File: src/rtl/spi_fifo_master.sv
module spi_fifo_master #(
  parameter int DEPTH = 8,
  parameter int AW = 5
) (
  input  logic          clk,
  input  logic          rst_n,
  input  logic [AW-1:0] bus_addr,
  input  logic          bus_wr,
  input  logic          bus_rd,
  input  logic [15:0]   bus_wdata,
  output logic [15:0]   bus_rdata,
  output logic          sclk,
  output logic          mosi,
  input  logic          miso
);
  localparam int PW = $clog2(DEPTH);
  localparam int CW = PW + 1;
  localparam logic [PW-1:0] LAST = PW'(DEPTH - 1);
  localparam logic [CW-1:0] FULL = CW'(DEPTH);
  localparam logic [AW-1:0] A_CTL0 = AW'(5'h00);
  localparam logic [AW-1:0] A_CTL1 = AW'(5'h04);
  localparam logic [AW-1:0] A_DATA = AW'(5'h08);
  localparam logic [AW-1:0] A_STAT = AW'(5'h0C);
  localparam logic [AW-1:0] A_PRE  = AW'(5'h10);
  localparam logic [AW-1:0] A_OVR  = AW'(5'h14);

  logic [15:0] ctl0;
  logic [6:0]  ctl1;
  logic [7:0]  cps;
  logic        ovr;

  logic [7:0]  tx_mem [DEPTH];
  logic [7:0]  rx_mem [DEPTH];
  logic [PW-1:0] tx_rd, tx_wr, rx_rd, rx_wr;
  logic [CW-1:0] tx_cnt, rx_cnt;

  logic        active, tgl;
  logic [15:0] cnt;
  logic [3:0]  edges;
  logic [7:0]  txsh, rxsh;

  wire pol = ctl0[6];
  wire pha = ctl0[7];
  wire en  = ctl1[4];
  wire lb  = ctl1[3];

  wire tx_empty = (tx_cnt == '0);
  wire tx_full  = (tx_cnt == FULL);
  wire rx_empty = (rx_cnt == '0);
  wire rx_full  = (rx_cnt == FULL);
  wire busy     = active | ~tx_empty;

  wire [15:0] half = {9'd0, cps[7:1]} * ({8'd0, ctl0[15:8]} + 16'd1);

  wire tx_push  = bus_wr && (bus_addr == A_DATA) && !tx_full;
  wire start    = en && !active && !tx_empty;
  wire rx_pop   = bus_rd && (bus_addr == A_DATA) && !rx_empty;
  wire edge_hit = active && (cnt == half - 16'd1);
  wire fin      = edge_hit && (edges == 4'd15);
  wire rx_push  = fin && !rx_full;
  wire ovr_set  = fin && rx_full;

  wire miso_in   = lb ? txsh[7] : miso;
  wire sample_now = pha ? edges[0] : ~edges[0];
  wire shift_now  = pha ? (~edges[0] && (edges != 4'd0)) : edges[0];
  wire [7:0] rx_next = sample_now ? {rxsh[6:0], miso_in} : rxsh;

  assign sclk = pol ^ tgl;
  assign mosi = active ? txsh[7] : 1'b1;

  function automatic logic [PW-1:0] nxt(input logic [PW-1:0] p);
    return (p == LAST) ? '0 : p + 1'b1;
  endfunction

  always_ff @(posedge clk) begin
    if (tx_push) tx_mem[tx_wr] <= bus_wdata[7:0];
    if (rx_push) rx_mem[rx_wr] <= rx_next;
  end

  always_ff @(posedge clk) begin
    if (!rst_n) begin
      ctl0   <= 16'h0007;
      ctl1   <= '0;
      cps    <= 8'd2;
      ovr    <= 1'b0;
      active <= 1'b0;
      tgl    <= 1'b0;
      cnt    <= '0;
      edges  <= '0;
      txsh   <= '0;
      rxsh   <= '0;
      tx_rd  <= '0;
      tx_wr  <= '0;
      tx_cnt <= '0;
      rx_rd  <= '0;
      rx_wr  <= '0;
      rx_cnt <= '0;
    end else begin
      if (bus_wr) begin
        case (bus_addr)
          A_CTL0: ctl0 <= bus_wdata;
          A_CTL1: ctl1 <= bus_wdata[6:0];
          A_PRE:  cps  <= (bus_wdata[7:1] == 7'd0) ? 8'd2 : {bus_wdata[7:1], 1'b0};
          default: ;
        endcase
      end

      if (ovr_set) ovr <= 1'b1;
      else if (bus_wr && bus_addr == A_OVR) ovr <= 1'b0;

      if (start) begin
        txsh   <= tx_mem[tx_rd];
        tx_rd  <= nxt(tx_rd);
        active <= 1'b1;
        cnt    <= '0;
        edges  <= '0;
        tgl    <= 1'b0;
      end else if (active) begin
        if (edge_hit) begin
          cnt   <= '0;
          tgl   <= ~tgl;
          edges <= edges + 4'd1;
          rxsh  <= rx_next;
          if (shift_now) txsh <= {txsh[6:0], 1'b0};
          if (edges == 4'd15) active <= 1'b0;
        end else begin
          cnt <= cnt + 16'd1;
        end
      end

      if (tx_push) tx_wr <= nxt(tx_wr);
      tx_cnt <= tx_cnt + CW'(tx_push) - CW'(start);

      if (rx_push) rx_wr <= nxt(rx_wr);
      if (rx_pop)  rx_rd <= nxt(rx_rd);
      rx_cnt <= rx_cnt + CW'(rx_push) - CW'(rx_pop);
    end
  end

  always_comb begin
    case (bus_addr)
      A_CTL0: bus_rdata = ctl0;
      A_CTL1: bus_rdata = {9'd0, ctl1};
      A_DATA: bus_rdata = rx_empty ? 16'd0 : {8'd0, rx_mem[rx_rd]};
      A_STAT: bus_rdata = {11'd0, busy, rx_full, ~rx_empty, ~tx_full, tx_empty};
      A_PRE:  bus_rdata = {8'd0, cps};
      A_OVR:  bus_rdata = {13'd0, ovr, 2'b00};
      default: bus_rdata = 16'd0;
    endcase
  end
endmodule

File: config.mk
export PLATFORM = sky130hd
export DESIGN_NAME = spi_fifo_master
export DESIGN_NICKNAME = d
export VERILOG_FILES = /design/src/rtl/spi_fifo_master.sv
export SDC_FILE = /design/constraint.sdc
export NUM_CORES = 1
export LEC_CHECK = 0
export BUFFER_PORTS_ARGS = -buffer_cell sky130_fd_sc_hd__buf_2
export CAP_MARGIN = 20
export CORE_MARGIN = 8
export CORE_UTILIZATION = 60
export CTS_CLUSTER_SIZE = 12
export DETAILED_ROUTE_END_ITERATION = 6
export GPL_ROUTABILITY_DRIVEN = 0
export PLACE_DENSITY = 0.81
export SKIP_LAST_GASP = 1
export SLEW_MARGIN = 20
export SYNTH_ARGS = -nofsm -noshare
export SYNTH_HDL_FRONTEND = slang
export SYNTH_SLANG_ARGS = --single-unit
File: constraint.sdc
create_clock -name clk -period 11.7 [get_ports clk]
set_clock_uncertainty 0.2 [all_clocks]
set_input_delay 2.34 -clock clk [delete_from_list [all_inputs] [get_ports clk]]
set_output_delay 2.34 -clock clk [all_outputs]
set_load 0.1 [all_outputs]
==> impl_results.rst <==
.. list-table::
   :header-rows: 1

   * - Metric
     - Value
   * - Result of the run
     - finished clean
   * - Worst path slowest cell
     - or4_1
   * - Total die area
     - 24500 µm²
   * - Net load switching power
     - 326 µW
   * - Critical Path End Type
     - flip-flop
   * - Max VDD drop
     - 0.117 mV
   * - Cell Pwr Density
     - 119 nW/µm²
   * - Predominant post-synthesis flop cell
     - edfxtp_1
   * - Vias/cell
     - 5.90
   * - Setup crit start kind
     - flip-flop
   * - Most frequent standard cell in the layout excluding fill and tap cells
     - nand2_1
   * - Number of detailed-route iterations in the first pass
     - 5
   * - Final design utilization
     - 0.671
   * - Via count of the first global-routing pass
     - 8099
   * - Average detailed-routed wire length per instance
     - 18.5 µm
   * - Area of the placeable core
     - 19400 µm²
   * - Number of different library cells in the post-synthesis netlist
     - 55
   * - Total clock buffers created by CTS
     - 23
   * - Deepest level of the CTS H-tree
     - 1
   * - CTS tree
     - built
   * - Buffers & Inverters on Critical Path
     - 4
   * - Number of antenna violations at the first check in global routing
     - 1
   * - IO Pins
     - 44
   * - Final Instance Area
     - 13000 µm²
   * - Share of total power in sequential cells
     - 0.533
   * - Area used by multi-input combinational logic
     - 5640 µm²
   * - Effective utilization at floorplan
     - 0.611
   * - Fillers
     - 1420
   * - Sequential cell area
     - 5750 µm²
   * - Worst endpoint data arrival time
     - 7920 ps
   * - Hold WC Path Type
     - flip-flop to flip-flop
   * - Remaining antenna violation count
     - 0
   * - Post-cts gate resize count
     - 0
   * - Worst-skew pair later-pin latency
     - 510 ps
   * - Required @ worst endpoint
     - 11860 ps
   * - Aggregate routed wire length
     - 25200 µm
   * - Final routed DRC violation total
     - 0
   * - Number of flops mapped to enable cells by yosys
     - 128
   * - Placed Area
     - 12300 µm²
   * - Maximum Capacitance Violations
     - 0
   * - Leak Pwr
     - 0.00490 µW
   * - Final-report hold violation count
     - 0
   * - Maximum number of pins on one net before global-route repair
     - 55
   * - Clk slew on worst S/H paths
     - 60 ps
   * - Average cell area after synthesis
     - 11.4 µm²
   * - Internal power summed over all cells
     - 1220 µW
   * - Wire length of the first global-routing pass
     - 40800 µm
   * - Final setup fails
     - 0
   * - Area growth syn-to-layout
     - 9.82%
   * - Async set-reset flop share out of synthesis
     - 0
   * - PortBufs
     - 43
   * - Total global routing track utilization
     - 0.209
   * - TritonCTS Sinks
     - 223
   * - Number of warnings reported in the yosys synthesis log
     - 0
   * - Relative contribution of combinational cells to total power
     - 0.042
   * - FP Rows
     - 51
   * - Unrepaired setup endpoints after global routing
     - no
   * - Flip-flop and latch count after synthesis
     - 223
   * - Gate count after technology mapping
     - 1041
   * - Net count of the mapped netlist
     - 1170
   * - Worst Tran Pin Value
     - 973 ps
   * - GRT overflow
     - 0
   * - Most numerous cell on the critical path
     - fa_1
   * - Cell type group with the largest total delay on the critical path
     - adder cells
   * - Clock buffer depth
     - 3
   * - Final period utilization
     - 0.663
   * - Switch share
     - 0.210
   * - Highest fanout seen on the critical path
     - 20
   * - Slack of the worst reg-to-reg path
     - 3940 ps
   * - Remaining max-slew budget at the tightest pin
     - 0.350
   * - Clock Tree Root
     - clkbuf_16
   * - Number of nets in the final layout
     - 1207
   * - Cts hold-fix bufs
     - 0
   * - Most frequent cells in the layout
     - nand2_1 (131), edfxtp_1 (128), dfxtp_1 (94), inv_1 (81), nor2_1 (63)
   * - Part of the Yosys area used for sequential elements
     - 0.485
   * - Placed wire-length estimate after detailed placement
     - 18100 µm
   * - Highest clock frequency the design can meet
     - 129 MHz
   * - Slowest stage delay, CP
     - 590 ps
   * - TNS Setup
     - 0 ps
   * - Die Span Y
     - 157 µm
   * - Vias
     - 8022
   * - Kind of critical path
     - flip-flop to flip-flop
   * - Initial drt markers
     - 642
   * - Width of the chip
     - 157 µm
   * - Setup Buffers After CTS
     - 0
   * - Post-layout minimum cycle time
     - 7760 ps
   * - Pins Over Slew Limit
     - 0
   * - Fraction of power consumed by the clock network
     - 0.425
   * - Cell area after synthesis
     - 11900 µm²
   * - Share of layout cells above drive strength 1
     - 0.124
## kinds of logic (layout without fill, tap and decap cells)
logic type / count (synthesis) / in the layout / synth area share
adder cells (fa/ha/maj): 103 / 103 / 0.135
XOR/XNOR: 51 / 51 / 0.0395
other: 0 / 1 / 0
buffers and inverters: 127 / 180 / 0.0416
flip-flops: 223 / 223 / 0.485
multiplexers: 86 / 86 / 0.107
AO/OA/AOI/OAI: 122 / 122 / 0.0623
AND/OR/NAND/NOR: 329 / 329 / 0.130
## final cells by class
| class | instances | share of cell area |
|---|---|---|
| multi-input cells | 691 | 0.434 |
| diodes | 1 | 0.000192 |
| well taps | 265 | 0.0255 |
| clock inverters | 5 | 0.00192 |
| flip-flops and latches | 223 | 0.442 |
| clock buffers | 36 | 0.0495 |
| inverters | 83 | 0.0239 |
| repair buffers | 56 | 0.0238 |
## worst register-to-register path, stage by stage (launching register included)
cell and delay (ps):
dfxtp_1 530, ha_1 250, nand3_1 130, nor2_1 180
xor2_1 430, nand2_1 140, fa_1 550, fa_1 470
fa_1 530, fa_1 540, inv_1 40, ha_1 370
xor2_1 230, or2_2 140, and4_1 210, o2111ai_1 130
or4_1 590, nor4_4 260, buf_4 320, nand2_2 210
ha_1 320, inv_1 60, ha_1 160, inv_1 60
fa_1 370, xor2_1 140, nor2_1 50
## per-layer routing
layer,part of all wire,global-route usage
met1,0.44,0.280
met2,0.46,0.340
met3,0.072,0.0361
met4,0.028,0.0709
met5,0,0
## Yosys cell counts (13+ instances only)
| master | instances | area (µm²) |
|---|---|---|
| nand2b_1 | 13 | 81.3 |
| nand3_1 | 34 | 170 |
| nor3_1 | 16 | 80.1 |
| edfxtp_1 | 128 | 3840 |
| mux2i_1 | 45 | 450 |
| a21oi_1 | 56 | 280 |
| nor2_1 | 63 | 236 |
| nand2_1 | 131 | 492 |
| fa_1 | 41 | 821 |
| and2_1 | 22 | 138 |
| xnor2_1 | 26 | 228 |
| o21ai_0 | 19 | 95.1 |
| xor2_1 | 23 | 201 |
| dfxtp_1 | 95 | 1900 |
| ha_1 | 62 | 776 |
| mux4_2 | 32 | 721 |
| inv_1 | 81 | 304 |
| clkbuf_1 | 33 | 124 |
| and3_1 | 18 | 113 |
## per-stage QoR
step	hold slack, ps	setup WS [ps]	power, µW	cells
after CTS	254	3850	1560	1358
final	258	3940	1550	1360
after floorplan	232	3700	887	1041
after global routing	285	3440	1590	1360
after detailed placement	246	3900	908	1317
after global placement	243	4050	907	1317
## power by group through the flow
stage | registers [µW] | logic [µW] | clock network [µW]
3_5_place_dp | 844 | 63.9 | 0
4_1_cts | 827 | 64.4 | 666
2_1_floorplan | 843 | 43.7 | 0
6_report | 827 | 65.1 | 658
5_1_grt | 827 | 72.1 | 694
3_3_place_gp | 844 | 63.3 | 0
## sequential cells by signal, indices dropped and copies added (netlist names), named ones only
register / flops
tx_cnt: 4
ctl1: 7
rx_wr: 3
rxsh: 8
edges: 4
tx_mem: 64
active: 1
tx_rd: 3
cnt: 16
ovr: 1
rx_cnt: 4
rx_mem: 64
txsh: 8
cps: 7
rx_rd: 3
ctl0: 16
tgl: 1
tx_wr: 3
## worst paths after layout
| path | to | startpoint | cells after the start |
|---|---|---|---|
| worst min-delay path | ctl0[3] | ctl0[3] | 2 |
| worst max register to register | rx_cnt[2] | ctl0[8] | 26 |
| worst min register to register | ctl0[3] | ctl0[3] | 2 |
| worst max-delay path | rx_cnt[2] | ctl0[8] | 26 |
(Power assumes the default switching activity.)
